--- src/rtl/bit_span_unit.sv ---
module bit_span_unit #(
  parameter int W  = 32,
  parameter int IW = $clog2(W)
) (
  input  logic            clk,
  input  logic            rst_n,
  input  logic            op_valid,
  input  logic [2:0]      op,
  input  logic [W-1:0]    dst,
  input  logic [2*IW-1:0] operand,
  input  logic            c_in,
  input  logic            z_in,
  input  logic [W-1:0]    rnd_in,
  input  logic            pfx_valid,
  input  logic [IW-1:0]   pfx_len,
  output logic            res_valid,
  output logic [W-1:0]    res
);

  logic          pend;
  logic [IW-1:0] pend_len;
  logic [IW-1:0] base, len;
  logic [W-1:0]  span_mask, fill;

  assign base = operand[IW-1:0];
  assign len  = pend ? pend_len : operand[2*IW-1:IW];

  always_comb begin
    for (int i = 0; i < W; i++) begin
      logic [IW-1:0] off;
      off = IW'(i) - base;
      span_mask[i] = (off <= len);
    end
  end

  always_comb begin
    case (op)
      3'd0:    fill = '0;
      3'd1:    fill = '1;
      3'd2:    fill = {W{c_in}};
      3'd3:    fill = {W{~c_in}};
      3'd4:    fill = {W{z_in}};
      3'd5:    fill = {W{~z_in}};
      3'd6:    fill = rnd_in;
      default: fill = ~dst;
    endcase
  end

  always_ff @(posedge clk) begin
    if (!rst_n) begin
      pend      <= 1'b0;
      pend_len  <= '0;
      res_valid <= 1'b0;
      res       <= '0;
    end else begin
      res_valid <= op_valid;
      if (op_valid) res <= (dst & ~span_mask) | (fill & span_mask);
      if (pfx_valid) begin
        pend     <= 1'b1;
        pend_len <= pfx_len;
      end else if (op_valid) begin
        pend <= 1'b0;
      end
    end
  end

  assert_valid_latency_R10: assert property (@(posedge clk) disable iff (!rst_n)
    op_valid |=> res_valid);
  assert_idle_no_result_R10: assert property (@(posedge clk) disable iff (!rst_n)
    !op_valid |=> !res_valid);
  assert_prefix_pending_R9: assert property (@(posedge clk) disable iff (!rst_n)
    pfx_valid |=> pend);
  assert_prefix_consumed_R9: assert property (@(posedge clk) disable iff (!rst_n)
    (op_valid && !pfx_valid) |=> !pend);
  assert_outside_kept_R3: assert property (@(posedge clk) disable iff (!rst_n)
    op_valid |=> ((res ^ $past(dst)) & ~$past(span_mask)) == '0);
  assert_clear_span_R4: assert property (@(posedge clk) disable iff (!rst_n)
    (op_valid && op == 3'd0) |=> (res & $past(span_mask)) == '0);

endmodule

--- config.mk ---
export PLATFORM = sky130hd
export DESIGN_NAME = bit_span_unit
export DESIGN_NICKNAME = d
export VERILOG_FILES = /design/src/rtl/bit_span_unit.sv
export SDC_FILE = /design/constraint.sdc
export NUM_CORES = 1
export LEC_CHECK = 0
export BUFFER_PORTS_ARGS = -buffer_cell sky130_fd_sc_hd__buf_2
export CAP_MARGIN = 0
export CORE_AREA = 2 2 112 114
export CTS_CLUSTER_DIAMETER = 150
export CTS_CLUSTER_SIZE = 28
export DETAILED_ROUTE_END_ITERATION = 16
export DIE_AREA = 0 0 114 116
export PLACE_DENSITY = 0.68
export SETUP_SLACK_MARGIN = 0.3
export SKIP_LAST_GASP = 1
export SYNTH_ARGS = -nofsm -noshare
export SYNTH_HDL_FRONTEND = slang
export SYNTH_SLANG_ARGS = --single-unit
--- constraint.sdc ---
create_clock -name clk -period 9.15 [get_ports clk]
set_clock_uncertainty 0.15 [all_clocks]
set_input_delay 0.4575 -clock clk [delete_from_list [all_inputs] [get_ports clk]]
set_output_delay 0.4575 -clock clk [all_outputs]
set_load 0.02 [all_outputs]
-- Word level (Yosys, flattened, before mapping)
Cells that the tools add are included.
- $add $sub $neg: 32
- magnitude comparators: 32
- eq/ne operators: 6
- multiplexer cells: 4
- bitwise gates (word level): 7
- reduce and logical (&&, ||, !) cells: 2
- operator list (operator ; count):
    32-bit case mux with 7 select lines ; 1
    5-bit less-or-equal comparator ; 32
    5-bit subtractor, first input constant ; 16
    32-bit bitwise AND ; 2
    32-bit inverter ; 2
    4-bit by 5-bit subtractor with 5-bit output, first input constant ; 8
    32-bit bitwise OR ; 1
    3-bit by 5-bit subtractor with 5-bit output, first input constant ; 4
    1-bit by 5-bit subtractor with 5-bit output, first input constant ; 2
    2-bit by 5-bit subtractor with 5-bit output, first input constant ; 2
    3-bit equality test, second input constant ; 3
    3-bit by 2-bit equality test with 1-bit output, second input constant ; 2
    5-bit 2-to-1 mux ; 1
    3-bit by 1-bit equality test with 1-bit output, second input constant ; 1
    3-bit logical NOT ; 1
    1-bit 2-to-1 mux ; 2
    1-bit inverter ; 2
    2-bit nonzero test ; 1
- register bits after elaboration: 39
- bits of input ports: 88
- output and inout port bits: 33
- logic and storage cells: 87

-- Longest topological paths before layout
Gate-level depths: netlist of the first run.
- word-level depth: 5
- gate-level depth with buffers: 12
- mapped depth without buffers: 11

-- Worst setup path after synthesis of the first run
No wires, ideal clock.
- path type: flip-flop to flip-flop
- from: register pend
- to: register res[15]
- library setup time: 0.130 ns
- data arrival time: 3.198 ns
- data required time: 8.870 ns
- path slack: 5.672 ns
- cell stages (with the launch flop): 8
- path buffers: 1
- clock period less this slack: 3.478 ns
- cell sequence: dfxtp_1 -> clkbuf_1 -> mux2i_1 -> ha_1 -> nor2b_1 -> a211oi_1 -> and2_1 -> o31ai_1
- word-level cells in the longest chain between the ends: 5
- elaborated cells between the ends (all ways): 6
- those cells by class: order compare (1); mux (1); bitwise (4)
- ends and longest elaborated chain (element ; line ; RTL):
    from (decl) ; 20 ; logic pend;
    from (signal assigned) ; 51 ; pend <= 1'b0;
    from (signal assigned) ; 59 ; pend <= 1'b1;
    from (signal assigned) ; 62 ; pend <= 1'b0;
    5-bit 2-to-1 mux * ; 26 ; assign len = pend ? pend_len : operand[2*IW-1:IW];
    5-bit less-or-equal comparator * ; 32 ; span_mask[i] = (off <= len);
    32-bit inverter ; 57 ; if (op_valid) res <= (dst & ~span_mask) | (fill & span_mask);
    32-bit bitwise AND ; 57 ;
    32-bit bitwise OR * ; 57 ;
    to (signal assigned) ; 57 ;
    to (decl) ; 17 ; output logic [W-1:0] res
Every way passes the cells marked *; elsewhere a longest branch is shown, timed or not.
A chain may end at the register's enable or synchronous reset.

-- Worst setup path after layout of the first run
- from: register pend
- to: register res[21]
The elaborated chain is that of the path after synthesis.

==> summary.md, run 1 <==
| Metric | Value |
|---|---|
| GPL Wtd Cong | `0.922` |
| Core Region | `11900 um2` |
| Post-Syn Nets | `825` |
| Routed WL | `16900 um` |
| Worst-Margin Slew | `1.08 ns` |
| Die area | `13200 um2` |
| DP Wirelength | `12900 um` |
| Antenna violations before repair | `0` |
| DIE WIDTH | `114 um` |
| FF-to-FF End | `res[21]` |
| Startpoint type of the worst setup path | `flop` |
| Starting Density | `0.448` |
| WP data arrival | `3.32 ns` |
| Mapped Cells | `661` |
| Vias per inst | `6.07` |
| Detail Route met2 WL | `7550 um` |
| HP Class | `input port to flop` |
| Crit path kind | `flop to flop` |
| Root Driver | `clkbuf_16` |
| Largest net degree at the start of global routing | `72` |
| Diode count | `0` |
| DR vias | `5485` |
| Global-route wire length before repair | `26700 um` |
| Tmin final | `3.28 ns` |
| Cell taking the most area after synthesis | `ha_1` |
| VDD IR max | `0.0721 mV` |
| Critical R2R Launch | `pend` |
| Hold_sp | `pfx_len[0]` |
| Netlist cell types | `46` |
| Hold Fails Final Rpt | `0` |
| Area growth syn-to-layout | `14.9%` |
| Worst-path fanout max | `8` |
| Final ANT Viol Nets | `0` |
| Critical Path RT | `9.20 ns` |
| Storage element area | `781 um2` |
| WL/cell | `18.7 um` |
| Worst reg2reg path depth | `5` |
| Share of cells above drive strength 1 | `0.229` |
| Post-layout utilization of the core | `0.515` |
| Leakage | `0.00290 uW` |
| Nets@finish | `920` |
| Flop2flop setup slack | `5.87 ns` |
| Mapped Area | `5340 um2` |
| Fraction of registers with async set/reset | `0` |
| Drt initial violations | `439` |
| Synthesized flop and latch total | `39` |
| Final Slew Violations | `0` |
| Port buffer count | `120` |
| Post-synthesis sequential area ratio | `0.146` |
| Syn Area/Cell | `8.08 um2` |
| Final Setup Violations | `0` |
| Setup TNS | `0 ns` |
| Clock sink total | `39` |
| Top layer used by detailed routing | `met4` |
| Setup Buffers After CTS | `0` |
| GR Util All Layers | `0.254` |
| H-tree level count | `2` |
| RSZ-0062 raised after global routing | `false` |
| CTS resizes | `0` |
| Tcrit/Tclk final | `0.358` |
| M1 WL | `8130 um` |
| Clk Latency, worst-skew pair | `0.29 ns` |
| GR Overflow Total | `0` |
| Longest Clk Path Bufs | `2` |
| Crit. End Element | `flop` |
| CTS tree | `done` |
| Most frequent cells in the layout | `120 x buf_2, 95 x nor2_1, 76 x ha_1, 39 x dfxtp_1, 37 x inv_1` |
| CTS buffer count | `5` |
| Area contributors post-synth | `ha_1 18%, dfxtp_1 15%, a221oi_2 8.4%` |
| # fillers | `1154` |
| Commonest non-fill, non-tap cell in the layout | `buf_2` |
| Die H | `116 um` |
| Max cap viols | `0` |
| # hold bufs at CTS | `0` |
| EDFF count, synth | `0` |
| Yosys Warn Count | `0` |
| Multi-input gate area | `4240 um2` |
| Post-route DRC | `0` |
| Max frequency | `305 MHz` |
| CTS clk-pin slew, worst paths | `0.07 ns` |
| Hold depth | `3` |
| Status | `completed` |
| Share of the synthesized area in the top cell type | `0.178` |
| Post-synth top flop | `dfxtp_1` |
| Slew HR | `0.279` |
| Hold EP | `pend_len[0]` |
| Pre-antenna DRT Iters | `5` |
| # IOs | `121` |
| Total power draw | `850 uW` |
| # rows | `40` |
| Power Dens Cells | `139 nW/um2` |
| Vias in the first global route | `5140` |
| Met3 routed WL | `1020 um` |
==> registers in the layout, summed over array words and instances, names as in the netlist <==
register	count
pend_len	5
pend	1
res	32
res_valid	1
==> where the power goes <==
group | switching, uW | leakage (uW) | internal (uW)
registers | 12.7 | 0.000322 | 194
logic | 271 | 0.00252 | 189
clock network | 82.1 | 0.0000669 | 101
total | 366 | 0.00290 | 484
==> stage by stage <==
stage,instances,hold slack [ns],area (um2),worst slack [ns]
finish,904,0.283,6130,5.87
global route,904,0.305,6130,5.66
CTS,904,0.279,6130,6.00
detailed placement,896,0.369,5990,5.88
global placement,896,0.353,5990,5.92
floorplan,661,0.327,5340,5.67
==> critical path, cell delays in order (launching register included) <==
cell and delay, ns:
dfxtp_1 0.53, mux2i_1 0.89, ha_1 0.43, a2111oi_0 0.81, nor2_1 0.11, o31ai_1 0.27
==> cell families after synthesis <==
| logic type | synth area share |
|---|---|
| AO/OA/AOI/OAI | 0.255 |
| XOR/XNOR | 0.0377 |
| adder cells (fa/ha/maj) | 0.178 |
| buffers and inverters | 0.0623 |
| flip-flops | 0.146 |
| multiplexers | 0.0190 |
| AND/OR/NAND/NOR | 0.302 |
==> cell type report <==
type | count | share of cell area
Clock buffer | 6 | 0.0210
Timing Repair Buffer | 126 | 0.105
Clock inverter | 2 | 0.00204
Tap cell | 147 | 0.0300
Inverter | 38 | 0.0233
Multi-Input combinational cell | 546 | 0.691
Sequential cell | 39 | 0.127
==> worst max-delay path by stage <==
stage          startpoint  endpoint  slack, ns  cells past startpoint
2_1_floorplan        pend   res[15]       5.67                      7
3_3_place_gp   operand[3]   res[21]       5.92                     10
3_5_place_dp   operand[3]   res[21]       5.88                     10
4_1_cts              pend   res[21]       6.00                      5
5_1_grt              pend   res[21]       5.66                      5
6_report             pend   res[21]       5.87                      5
==> synth_stat cells (5+ instances only) <==
cell type / instances
buf_2: 5
and3_1: 26
a221oi_2: 30
a211o_1: 7
o21ai_0: 5
nand2_1: 6
nand3b_1: 12
nor2_1: 95
nand3_1: 24
o31ai_1: 32
dfxtp_1: 39
a31oi_1: 25
nand4b_1: 8
and4_1: 6
clkbuf_1: 26
and3b_1: 25
nor2b_1: 7
ha_1: 76
xnor2_1: 18
inv_1: 37
a2111oi_0: 7
nor3_1: 28
a21oi_1: 10
xor2_1: 5
and2_1: 25
o31a_1: 7
mux2i_1: 9
a211oi_1: 25
==> layer usage <==
| layer | global-route usage | vias to the layer above |
|---|---|---|
| li1 | - | 2698 |
| met1 | 0.364 | 2576 |
| met2 | 0.416 | 191 |
| met3 | 0.0204 | 20 |
| met4 | 0.0577 | 0 |
| met5 | 0 | - |
(Power assumes the default switching activity.)
==> run 2: changes to the inputs <==
- PLACE_DENSITY: 0.68 -> 0.7
- clock period: 9.15 -> 2.85 ns (I/O delays scaled with it)
==> run 2 against run 1 <==
Sequential share of layout area decreased by 0.59 points; clock-buffer cell count unchanged; register-to-register slack got worse by 5.5 ns; clock power increased to 4.1 times the previous value; critical path depth increased by 4; total power increased to 3.5 times the previous value; global-route usage increased by 0.60 points; first-iteration DRC count decreased by 4.3%; cell count increased by 2.5%; largest cell class unchanged; sequential power increased to 3.2 times the previous value; critical path type unchanged.
==> summary.md, run 2 (synthesis results as in run 1) <==
| Metric | Value |
|---|---|
| Port buffer count | `120` |
| Max cap viols | `0` |
| Most frequent cells in the layout | `120 x buf_2, 95 x nor2_1, 74 x ha_1, 38 x dfxtp_1, 37 x inv_1` |
| Crit path kind | `flop to flop` |
| Drt initial violations | `420` |
| Setup TNS | `0 ns` |
| CTS tree | `done` |
| Worst-path fanout max | `8` |
| VDD IR max | `0.208 mV` |
| Slew HR | `0.353` |
| DP Wirelength | `13500 um` |
| Global-route met2 utilization | `0.473` |
| Clk Latency, worst-skew pair | `0.30 ns` |
| # fillers | `1142` |
| Met1 usage | `0.306` |
| Final Setup Violations | `0` |
| Root Driver | `clkbuf_16` |
| GRT Max-Usage Layer | `met2` |
| # rows | `40` |
| Post-route DRC | `0` |
| Antenna violations before repair | `0` |
| Largest net degree at the start of global routing | `71` |
| GR Util All Layers | `0.260` |
| DIE WIDTH | `114 um` |
| WP data arrival | `2.46 ns` |
| Global-route wire length before repair | `27100 um` |
| Leakage | `0.00306 uW` |
| Number of flip-flops in the largest register | `32` |
| Routed WL | `17400 um` |
| Core Region | `11900 um2` |
| Crit. End Element | `flop` |
| Nets@finish | `943` |
| Final ANT Viol Nets | `0` |
| DR vias | `5600` |
| Clock sink total | `39` |
| HP Class | `input port to flop` |
| Share of cells above drive strength 1 | `0.259` |
| GR Overflow Total | `0` |
| Longest Clk Path Bufs | `2` |
| Commonest non-fill, non-tap cell in the layout | `buf_2` |
| Tcrit/Tclk final | `0.861` |
| Most flop-heavy register | `res` |
| Post-layout utilization of the core | `0.542` |
| Die H | `116 um` |
| Vias in the first global route | `5464` |
| Vias per inst | `6.04` |
| Startpoint type of the worst setup path | `flop` |
| Critical Path RT | `2.85 ns` |
| Power Dens Cells | `461 nW/um2` |
| Max frequency | `408 MHz` |
| Diode count | `0` |
| Status | `completed` |
| Worst-Margin Slew | `0.970 ns` |
| Final Slew Violations | `0` |
| WL/cell | `18.8 um` |
| CTS clk-pin slew, worst paths | `0.06 ns` |
| H-tree level count | `2` |
| RSZ-0062 raised after global routing | `true` |
| Die area | `13200 um2` |
| Pre-antenna DRT Iters | `5` |
| CTS buffer count | `5` |
| # IOs | `121` |
| Area growth syn-to-layout | `21.0%` |
| GPL Wtd Cong | `0.913` |
| GRT met3 Usage | `0.0335` |
| Hold Fails Final Rpt | `0` |
| Starting Density | `0.448` |
| Top Registers | `res: 32 flops, pend_len: 5 flops` |
| Tmin final | `2.45 ns` |
[run 2: cell type report]
cell class | count | area [um2] | area share
inverter | 38 | 143 | 0.0221
sequential | 39 | 785 | 0.121
tap | 147 | 184 | 0.0285
timing repair buffer | 149 | 872 | 0.135
multi-input combinational | 546 | 4290 | 0.664
clock buffer | 6 | 129 | 0.0200
clock inverter | 2 | 60.1 | 0.00930
[run 2: power by group]
| group | leakage (uW) | switching, uW | internal (uW) |
|---|---|---|---|
| Sequential | 0.000323 | 46.6 | 622 |
| Clock | 0.0000911 | 256 | 503 |
| Combinational | 0.00264 | 883 | 666 |
[run 2: per-stage QoR]
| step | worst slack, ns | std cells | hold WS (ns) | area, um2 | power [uW] |
|---|---|---|---|---|---|
| global placement | 0.0712 | 912 | 0.250 | 6140 | 2140 |
| detailed placement | 0.0185 | 912 | 0.266 | 6140 | 2180 |
| CTS | 0.304 | 927 | 0.0384 | 6430 | 2960 |
| global route | 0.225 | 927 | 0.0467 | 6460 | 3160 |
| floorplan | 0.337 | 661 | 0.162 | 5370 | 1710 |
| finish | 0.397 | 927 | 0.0316 | 6460 | 2980 |
[run 2: path summary, 6_finish.rpt]
check,depth (start not counted),slack (ns),to,start
worst max register to register,9,0.40,res[7],pend
worst max-delay path,9,0.40,res[7],pend
worst min-delay path,3,0.03,res[18],rnd_in[18]
worst min register to register,2,0.38,pend_len[0],pend_len[0]
[run 2: critical path: stages, from the launching register on]
cell and delay (ns):
dfxtp_4 0.39, buf_4 0.15, mux2i_2 0.21, buf_6 0.17
ha_2 0.32, and4bb_2 0.27, a211oi_1 0.27, buf_4 0.19
and2_1 0.13, o31ai_1 0.07
[run 2: what timing repair did]
item | in CTS | in global routing
setup endpoints to repair | 21 | 24
endpoints found under the hold margin | 5 | 0
setup buffers | 2 | 0
hold buffers | 5 | 0
gates resized for setup | 3 | 11
[run 2: layer usage]
layer	wire length (um)	up-vias
met2	8690	155
met3	819	33
met5	0	-
li1	-	2732
met1	7310	2680
met4	608	0
